<file path="config.mk">
export PLATFORM = sky130hd
export DESIGN_NAME = vclk_tap_tree
export DESIGN_NICKNAME = d
export VERILOG_FILES = /design/src/rtl/vclk_tap_pkg.sv /design/src/rtl/vclk_prediv.sv /design/src/rtl/vclk_tap_bank.sv /design/src/rtl/vclk_cons_mux.sv /design/src/rtl/vclk_tap_tree.sv
export SDC_FILE = /design/constraint.sdc
export NUM_CORES = 1
export LEC_CHECK = 0
export ABC_AREA = 1
export ABC_CLOCK_PERIOD_IN_PS = 2300
export BUFFER_PORTS_ARGS = -buffer_cell sky130_fd_sc_hd__buf_2
export CAP_MARGIN = 10
export CORE_ASPECT_RATIO = 0.8
export CORE_UTILIZATION = 35
export DETAILED_ROUTE_END_ITERATION = 12
export GPL_TIMING_DRIVEN = 0
export PLACE_DENSITY = 0.62
export SETUP_SLACK_MARGIN = 0.2
export SLEW_MARGIN = 20
export SYNTH_ARGS = -nofsm -noshare
export SYNTH_HDL_FRONTEND = slang
export SYNTH_SLANG_ARGS = --single-unit
</file>
<file path="constraint.sdc">
create_clock -name clk -period 2.3 [get_ports clk]
set_input_delay 0.46 -clock clk [delete_from_list [all_inputs] [get_ports clk]]
set_output_delay 0.46 -clock clk [all_outputs]
set_load 0.05 [all_outputs]
</file>
<file path="src/rtl/vclk_tap_pkg.sv">
package vclk_tap_pkg;
   // number of fixed sub-divider taps and their counter width
   localparam int NUM_TAPS  = 5;
   localparam int TAP_MAX   = 12;
   localparam int TAP_CNT_W = $clog2(TAP_MAX);

   // consumer slot order on the selector and strobe buses
   localparam int CONS_INTERLACED  = 0;
   localparam int CONS_PROGRESSIVE = 1;
   localparam int CONS_DAC         = 2;
   localparam int CONS_HDMI_PIX    = 3;

   // division factor of tap k; the order is the selector code order
   function automatic int tap_div(input int k);
      case (k)
         0:       return 1;
         1:       return 2;
         2:       return 4;
         3:       return 6;
         default: return 12;
      endcase
   endfunction
endpackage

</file>
<file path="src/rtl/vclk_prediv.sv">
module vclk_prediv #(
   parameter int SRC_NUM   = 8,
   parameter int SRC_SEL_W = 3,
   parameter int RATIO_W   = 8
) (
   input  logic                 clk,
   input  logic                 rst_n,
   input  logic [SRC_NUM-1:0]   src_en,
   input  logic [SRC_SEL_W-1:0] src_sel,
   input  logic                 master_en,
   input  logic                 div_en,
   input  logic                 div_rst,
   input  logic [RATIO_W-1:0]   ratio_m1,
   output logic                 pulse
);
   logic [RATIO_W-1:0] cnt;
   logic               src_hit;
   logic               advance;
   logic               at_end;

   always_comb begin
      src_hit = 1'b0;
      for (int i = 0; i < SRC_NUM; i++) begin
         if (src_sel == SRC_SEL_W'(i)) src_hit = src_en[i];
      end
   end

   assign advance = src_hit & master_en & div_en;
   // terminal compare tolerates a ratio lowered below the running count
   assign at_end  = (cnt >= ratio_m1);

   always_ff @(posedge clk or negedge rst_n) begin
      if (!rst_n) begin
         cnt   <= '0;
         pulse <= 1'b0;
      end else if (div_rst) begin
         cnt   <= '0;
         pulse <= 1'b0;
      end else begin
         pulse <= advance & at_end;
         if (advance) cnt <= at_end ? '0 : cnt + 1'b1;
      end
   end
endmodule

</file>
<file path="src/rtl/vclk_tap_bank.sv">
module vclk_tap_bank
   import vclk_tap_pkg::*;
(
   input  logic                clk,
   input  logic                rst_n,
   input  logic                pulse,
   input  logic                sync_clr,
   input  logic [NUM_TAPS-1:0] tap_en,
   output logic [NUM_TAPS-1:0] tap_fire
);
   for (genvar k = 0; k < NUM_TAPS; k++) begin : g_tap
      localparam int DIV = tap_div(k);
      if (DIV == 1) begin : g_pass
         assign tap_fire[k] = pulse & tap_en[k] & ~sync_clr;
      end else begin : g_cnt
         logic [TAP_CNT_W-1:0] phase;
         always_ff @(posedge clk or negedge rst_n) begin
            if (!rst_n) begin
               phase <= '0;
            end else if (sync_clr) begin
               phase <= '0;
            end else if (pulse) begin
               phase <= (phase == TAP_CNT_W'(DIV - 1)) ? '0 : phase + 1'b1;
            end
         end
         assign tap_fire[k] = pulse & tap_en[k] & ~sync_clr & (phase == '0);
      end
   end
endmodule

</file>
<file path="src/rtl/vclk_cons_mux.sv">
module vclk_cons_mux
   import vclk_tap_pkg::*;
#(
   parameter int NUM_CONS = 4,
   parameter int SEL_W    = 4
) (
   input  logic                      clk,
   input  logic                      rst_n,
   input  logic [NUM_TAPS-1:0]       tap_fire,
   input  logic [NUM_CONS*SEL_W-1:0] cons_sel,
   input  logic [NUM_CONS-1:0]       cons_en,
   output logic [NUM_CONS-1:0]       cons_stb
);
   for (genvar c = 0; c < NUM_CONS; c++) begin : g_cons
      logic [SEL_W-1:0] code;
      logic             hit;
      logic             stb_q;

      assign code = cons_sel[c*SEL_W +: SEL_W];

      // codes past the last tap match nothing and stay silent
      always_comb begin
         hit = 1'b0;
         for (int t = 0; t < NUM_TAPS; t++) begin
            if (code == SEL_W'(t)) hit = tap_fire[t];
         end
      end

      always_ff @(posedge clk or negedge rst_n) begin
         if (!rst_n) stb_q <= 1'b0;
         else        stb_q <= hit & cons_en[c];
      end

      assign cons_stb[c] = stb_q;
   end
endmodule

</file>
<file path="src/rtl/vclk_tap_tree.sv">
module vclk_tap_tree
   import vclk_tap_pkg::*;
#(
   parameter int SRC_NUM   = 8,
   parameter int SRC_SEL_W = 3,
   parameter int RATIO_W   = 8,
   parameter int NUM_CONS  = 4,
   parameter int SEL_W     = 4
) (
   input  logic                      clk,
   input  logic                      rst_n,
   input  logic [SRC_NUM-1:0]        src_en_i,
   input  logic [SRC_SEL_W-1:0]      src_sel_i,
   input  logic                      master_en_i,
   input  logic [RATIO_W-1:0]        prediv_ratio_m1_i,
   input  logic                      prediv_rst_i,
   input  logic                      prediv_en_i,
   input  logic                      soft_rst_i,
   input  logic [NUM_TAPS-1:0]       tap_en_i,
   input  logic [NUM_CONS*SEL_W-1:0] cons_sel_i,
   input  logic [NUM_CONS-1:0]       cons_en_i,
   output logic [NUM_CONS-1:0]       cons_stb_o
);
   // elaboration-time parameter checks
   if (SRC_NUM < 1 || SRC_NUM > (1 << SRC_SEL_W)) begin : g_bad_src
      $error("vclk_tap_tree: SRC_NUM does not fit SRC_SEL_W");
   end
   if ((1 << SEL_W) < NUM_TAPS) begin : g_bad_sel
      $error("vclk_tap_tree: SEL_W too narrow for the tap set");
   end
   if (RATIO_W < 1) begin : g_bad_ratio
      $error("vclk_tap_tree: RATIO_W must be positive");
   end

   logic                pdiv_pulse;
   logic                sync_clr;
   logic [NUM_TAPS-1:0] tap_fire;

   // both reset controls bring the tap counters back into phase
   assign sync_clr = soft_rst_i | prediv_rst_i;

   vclk_prediv #(
      .SRC_NUM  (SRC_NUM),
      .SRC_SEL_W(SRC_SEL_W),
      .RATIO_W  (RATIO_W)
   ) u_prediv (
      .clk      (clk),
      .rst_n    (rst_n),
      .src_en   (src_en_i),
      .src_sel  (src_sel_i),
      .master_en(master_en_i),
      .div_en   (prediv_en_i),
      .div_rst  (prediv_rst_i),
      .ratio_m1 (prediv_ratio_m1_i),
      .pulse    (pdiv_pulse)
   );

   vclk_tap_bank u_taps (
      .clk     (clk),
      .rst_n   (rst_n),
      .pulse   (pdiv_pulse),
      .sync_clr(sync_clr),
      .tap_en  (tap_en_i),
      .tap_fire(tap_fire)
   );

   vclk_cons_mux #(
      .NUM_CONS(NUM_CONS),
      .SEL_W   (SEL_W)
   ) u_mux (
      .clk     (clk),
      .rst_n   (rst_n),
      .tap_fire(tap_fire),
      .cons_sel(cons_sel_i),
      .cons_en (cons_en_i),
      .cons_stb(cons_stb_o)
   );
endmodule

</file>
* Yosys cells after proc, flatten, opt, wreduce, memory -nomap -nowiden
Index checks and enable logic that the tools add are counted.
** Storage, ports and cells
- Input bits :: 50
- RAM bits :: 0
- Memories :: 0
- Register bits after elaboration :: 29
- Memory bits (read-only) :: 0
- Bits in latches :: 0
** Operators by class
- Add/sub/neg operators :: 5
- Order comparisons :: 1
- Muxes and demuxes :: 44
- Shift operators :: 0
- $mul :: 0
- Bitwise operators :: 23
- Reductions and logical operators :: 11
- Equality and inequality tests :: 27
- Divide/modulo/power cells :: 0
** Operators with widths (number)
- 4-bit two-way mux :: 12
- 4-bit by 2-bit equality test with 1-bit output (second input constant) :: 9
- 4-bit logical NOT :: 8
- 1-bit two-way mux :: 29
- 8-bit two-way mux :: 3
- 1-bit AND :: 21
- 4-bit by 1-bit equality test with 1-bit output (second input constant) :: 5
- 4-bit by 3-bit equality test with 1-bit output (second input constant) :: 5
- 4-bit by 1-bit adder with 4-bit output (second input constant) :: 4
- 3-bit equality test (second input constant) :: 4
- 8-bit by 1-bit adder with 8-bit output (second input constant) :: 1
- 8-bit greater-or-equal comparator :: 1
- 3-bit by 2-bit equality test with 1-bit output (second input constant) :: 2
- 4-bit equality test (second input constant) :: 1
- 2-bit nonzero test :: 2
- 3-bit by 1-bit equality test with 1-bit output (second input constant) :: 1
- 3-bit logical NOT :: 1
- 1-bit NOT :: 1
- 1-bit bitwise OR :: 1

* Longest topological paths before layout
- Word-level depth :: 13
- Depth in mapped cells :: 12

* Hierarchy
A second synthesis with hierarchy kept.
** Unflattened totals
- Cells, all modules :: 328
- Area, all modules :: 2213.4 µm²
** By module, submodules not included
- vclk_tap_bank :: cells an instance 116, instances 1, area each 900.9 µm²
- vclk_prediv :: cells an instance 133, instances 1, area each 877.1 µm²
- vclk_cons_mux :: cells an instance 76, instances 1, area each 424.2 µm²
- vclk_tap_tree :: cells an instance 3, instances 1, area each 11.3 µm²

* Least setup slack after synthesis
Ideal clock, no wire load.
- Kind :: input to register
- Start point :: input prediv_ratio_m1_i[7]
- End point :: register u_prediv.cnt[5]
- Required time :: 2.234 ns
- Path buffers :: 0
- Slack :: 0.820 ns
- Library setup time :: 0.066 ns
- Stages :: 8
- Arrival :: 1.414 ns
- Cells stage by stage :: inv_1 ha_1 a21o_1 nor2_1 nand3_2 nor2_1 nand3_1 nand2_1
** Between the ends
- Longest elaborated chain between the ends :: 4
** RTL lines
- start, declared :: line vclk_tap_tree.sv:15 : input logic [RATIO_W-1:0] prediv_ratio_m1_i,
- 8-bit greater-or-equal comparator :: line vclk_prediv.sv:30 : assign at_end = (cnt >= ratio_m1);
- 8-bit two-way mux (2 in a row) :: line vclk_prediv.sv:41 : if (advance) cnt <= at_end ? '0 : cnt + 1'b1;
- 8-bit two-way mux :: line vclk_prediv.sv:36 : end else if (div_rst) begin
- end signal, assigned :: line vclk_prediv.sv:41
- end, declared :: line vclk_prediv.sv:16 : logic [RATIO_W-1:0] cnt;
No other way between the ends. The select of a mux whose other input is x is not followed.
A chain may end at the register's enable or synchronous reset.

* Worst setup path after layout
- Start point :: register u_prediv.cnt[3]
- End point :: register u_prediv.cnt[5]
** Between the ends
- Longest elaborated chain between the ends :: 4
- Elaborated cells between the ends (all ways) :: 5
** RTL lines (line)
- 8-bit by 1-bit adder with 8-bit output or 8-bit greater-or-equal comparator (tied branches) :: vclk_prediv.sv:41, vclk_prediv.sv:30
- 8-bit two-way mux * (2 in a row) :: vclk_prediv.sv:41
- 8-bit two-way mux * :: vclk_prediv.sv:36
Every way passes the cells marked *; elsewhere a longest branch is shown, timed or not. The select of a mux whose other input is x is not followed.

==> summary by stage <==
Floorplanning
The floorplan step set the die width to around 90 um. The initial utilization of the core area, before any placement, comes to between 30% and 40%. Pin placement for this block handled 54 I/O pins. The height of the die is 72.2 um. The core region is around 6000 um2.

In this run the core area contains 25 standard-cell rows. The die area is 6480 um2.

Synthesis
The number of different library cells used by synthesis comes to 30. The sequential fraction of the synthesis area is about 34%. When the netlist entered floorplanning its net count stood at approximately 370. The Yosys step of the flow raised 0 warnings. Counting flops and latches in the post-synthesis netlist gives 29. Dividing the synthesized area by the synthesized cell count gives between 7 and 8 um2. The cell area that synthesis handed to floorplanning was 2160 um2.

The gate count of the mapped netlist is 302.

Placement
Once placement finished, the instance area stood at 2520 um2. The placer's final routability congestion estimate is 0.747. Port buffering added 53 buffers. The worst slack after detailed placement is between 0.5 and 0.6 ns.

After legalization and detailed placement, the total HPWL measured about 3600 um.

Setup path
STA classifies the critical path endpoint as a flop. The critical path launch point type is a flop. The dominant delay contributor by cell family on the critical path is simple AND/OR/NAND/NOR gates. The worst path arrival time is between 1.5 and 2 ns. The worst setup path is of the reg -> reg kind. In this design, the stage delay of the slowest critical-path cell is ~0.44 ns. The critical path's most frequent cell is sky130_fd_sc_hd__nand2_1. Walking the worst path, the cells encountered are ha_1, a21oi_1, nand2_1, nand2_1, nand3_2, nor2_1, nand3_1, nand2_1. The required time at the endpoint of the critical path is between 2 and 3 ns. The highest net fanout along the worst path is 9. The cell with the largest stage delay on the worst path is sky130_fd_sc_hd__dfrtp_1.

The number of buffers and inverters on the critical path is 0.

Global routing
The via count of the first global-routing pass is 1,925. For this run the aggregate overflow at the end of global routing stands at 0. Entering global routing, the biggest net connects 30 pins. The first global-routing pass estimated ~8300 um of wire. The initial antenna violation count is 0.

Across every metal layer, demand over resource in global routing totals ~16%.

Clocking
For this design, the sink count on the clock tree is 29. The post-CTS clock slew at the launch and capture registers of the worst setup and hold paths is 0.07 ns. The number of buffers added by the clock tree synthesis step is 5. In this run the clock root is driven by a sky130_fd_sc_hd__clkbuf_8. The number of buffers inserted by hold repair at cts is 0. The clock latency reported for the late side of the worst-skew pair is ~0.28 ns.

The post-CTS resize count is 0. The CTS tree is yes. The number of setup buffers added after CTS is 0. The maximum buffer depth of the clock tree is 2. The H-tree was split into 2 levels.

Layout
0 antenna diodes ended up in the layout. The net count of the finished layout is 428. The most common cell after layout, fill and taps aside is sky130_fd_sc_hd__nand2_1. In the layout the commonest cells are 79 x sky130_fd_sc_hd__nand2_1, 53 x sky130_fd_sc_hd__buf_2, 43 x sky130_fd_sc_hd__inv_1.

The ratio of cells with drive above 1 in the final layout is 22.3%. The area growth from synthesis to layout is 20.8%. After routing the design area is roughly 2600 um2.

Timing
Setup slack on the critical path of the routed design comes to roughly 0.73 ns. The final critical path takes up between 60% and 70% of the cycle. The transition time of the tightest slew-check pin is slightly below 0.7 ns. Summed over all failing endpoints, the final setup total negative slack is 0 ns. Timing would allow up to 637 MHz. Setup repair after global routing left no endpoint under its margin. For the final database, setup skew stands at approximately 0.0058 ns. The final period demand of the worst path is 1.57 ns. The worst pin sits at a relative slew slack of between 50% and 60%. Setup violations remaining at the end of the flow were counted as 0.

The total count of hold-check failures in the final report was 0. The number of max-slew violations in the final report is 0.

Drt
In this run the remaining antenna-violating nets after routing total 0. For this run, design rule violations remaining after detail routing come to 0. The first routing iteration left 94 violations. Dividing the detail-routed via count by the number of cells gives around 4.5.

The routed wire length per instance is about 11 um. The overall via count from detail_route is about 2,000. The total iterations of the first detailed-routing run is 4. Summed over all layers, the routed wires come to 4680 um.

Power
The maximum vdd ir drop is around 0.17 mV. The completed layout was analyzed and its total power is ~0.0011 W. The power density of the placed cells is ~420 nW/um2. The static leakage is between 1 and 1.5 nW.

Min path
The path class of the lowest-slack min-delay path is in -> async.

Run status
The flow ran to the end, and the final reports show no timing, DRC or antenna violations.

Run
Max-cap violations in this run came to 0.
==> cells in the mapped netlist (all sizes together) <==
cell / number / area, um2
nand2: 81 / 323
inv: 47 / 179
nand3: 39 / 200
nor2: 30 / 149
dfrtp: 29 / 726
ha: 16 / 200
a21oi: 15 / 82.6
o21ai: 11 / 55.1
xor2: 6 / 52.6
buf: 5 / 37.5
nor3: 5 / 25.0
o22ai: 3 / 18.8
xnor2: 3 / 26.3
a21o: 2 / 15.0
nand3b: 2 / 15.0
nand4: 2 / 12.5
or2: 2 / 12.5
a311oi: 1 / 8.76
clkbuf: 1 / 3.75
nor3b: 1 / 7.51
o21bai: 1 / 7.51
==> layout make-up <==
| type | instances | area [um2] |
|---|---|---|
| buffer | 6 | 41.3 |
| timing repair buffer | 53 | 265 |
| multi-input combinational | 220 | 1210 |
| tap | 81 | 101 |
| clock inverter | 2 | 10.0 |
| sequential | 29 | 726 |
| inverter | 47 | 179 |
| fill | 606 | 3310 |
| clock buffer | 6 | 72.6 |
==> sequential cells by signal, summed over array words and instances (netlist names) <==
name and cells:
u_prediv.pulse 1, u_taps.g_tap.g_cnt.phase 16, u_mux.g_cons.stb_q 4, u_prediv.cnt 8
==> report_power, final <==
| part | internal (W) | switching, W | leakage [nW] |
|---|---|---|---|
| Clock | 0.000209 | 0.000198 | 0.0450 |
| Sequential | 0.000516 | 0.00000506 | 0.403 |
| Combinational | 0.0000661 | 0.0000952 | 0.994 |
| Total | 0.000791 | 0.000298 | 1.44 |
==> cell families (layout without fill, tap and decap cells) <==
kind of cell | Yosys count | after routing | synth area share, %
xor gates and xnor gates | 9 | 9 | 3.65
buffers and inverters | 53 | 114 | 10.2
DFF | 29 | 29 | 33.6
adders and majority gates | 16 | 16 | 9.28
AOI/OAI and AO/OA | 33 | 33 | 8.70
and+or+nand+nor | 162 | 162 | 34.5
==> worst paths after layout <==
path | end | depth (start not counted) | from | slack, ns
max reg2reg | u_prediv.cnt[5] | 8 | u_prediv.cnt[3] | 0.73
min | u_mux.g_cons[3].stb_q | 1 | rst_n | 0.21
min in group clk | u_prediv.pulse | 2 | prediv_rst_i | 0.40
max in group asynchronous | u_taps.g_tap[3].g_cnt.phase[3] | 1 | rst_n | 1.65
max | u_prediv.cnt[5] | 8 | u_prediv.cnt[3] | 0.73
min reg2reg | u_taps.g_tap[1].g_cnt.phase[0] | 1 | u_taps.g_tap[1].g_cnt.phase[0] | 0.51
==> metal layers <==
metal,routed length [um],GRT usage [%],vias to the layer above
met3,95,4.51,4
met4,44,3.83,0
met2,2070,26.2,12
met5,0,0,-
met1,2470,21.2,896
li1,-,-,1085
==> stage by stage <==
stage	util (%)	instances	hold slack [ns]
after floorplan	-	302	0.164
after global placement	42.7	436	0.502
after detailed placement	42.7	436	0.512
after CTS	44.1	444	0.226
after global routing	44.1	444	0.257
final	44.1	444	0.206
==> worst register-to-register path, cell delays in order, from the launching register on <==
cell,delay (ns)
sky130_fd_sc_hd__dfrtp_1,0.44
sky130_fd_sc_hd__ha_1,0.32
sky130_fd_sc_hd__a21oi_1,0.16
sky130_fd_sc_hd__nand2_1,0.07
sky130_fd_sc_hd__nand2_1,0.06
sky130_fd_sc_hd__nand3_2,0.16
sky130_fd_sc_hd__nor2_1,0.15
sky130_fd_sc_hd__nand3_1,0.08
sky130_fd_sc_hd__nand2_1,0.07
Note: power is estimated with default switching activity, not from simulation.
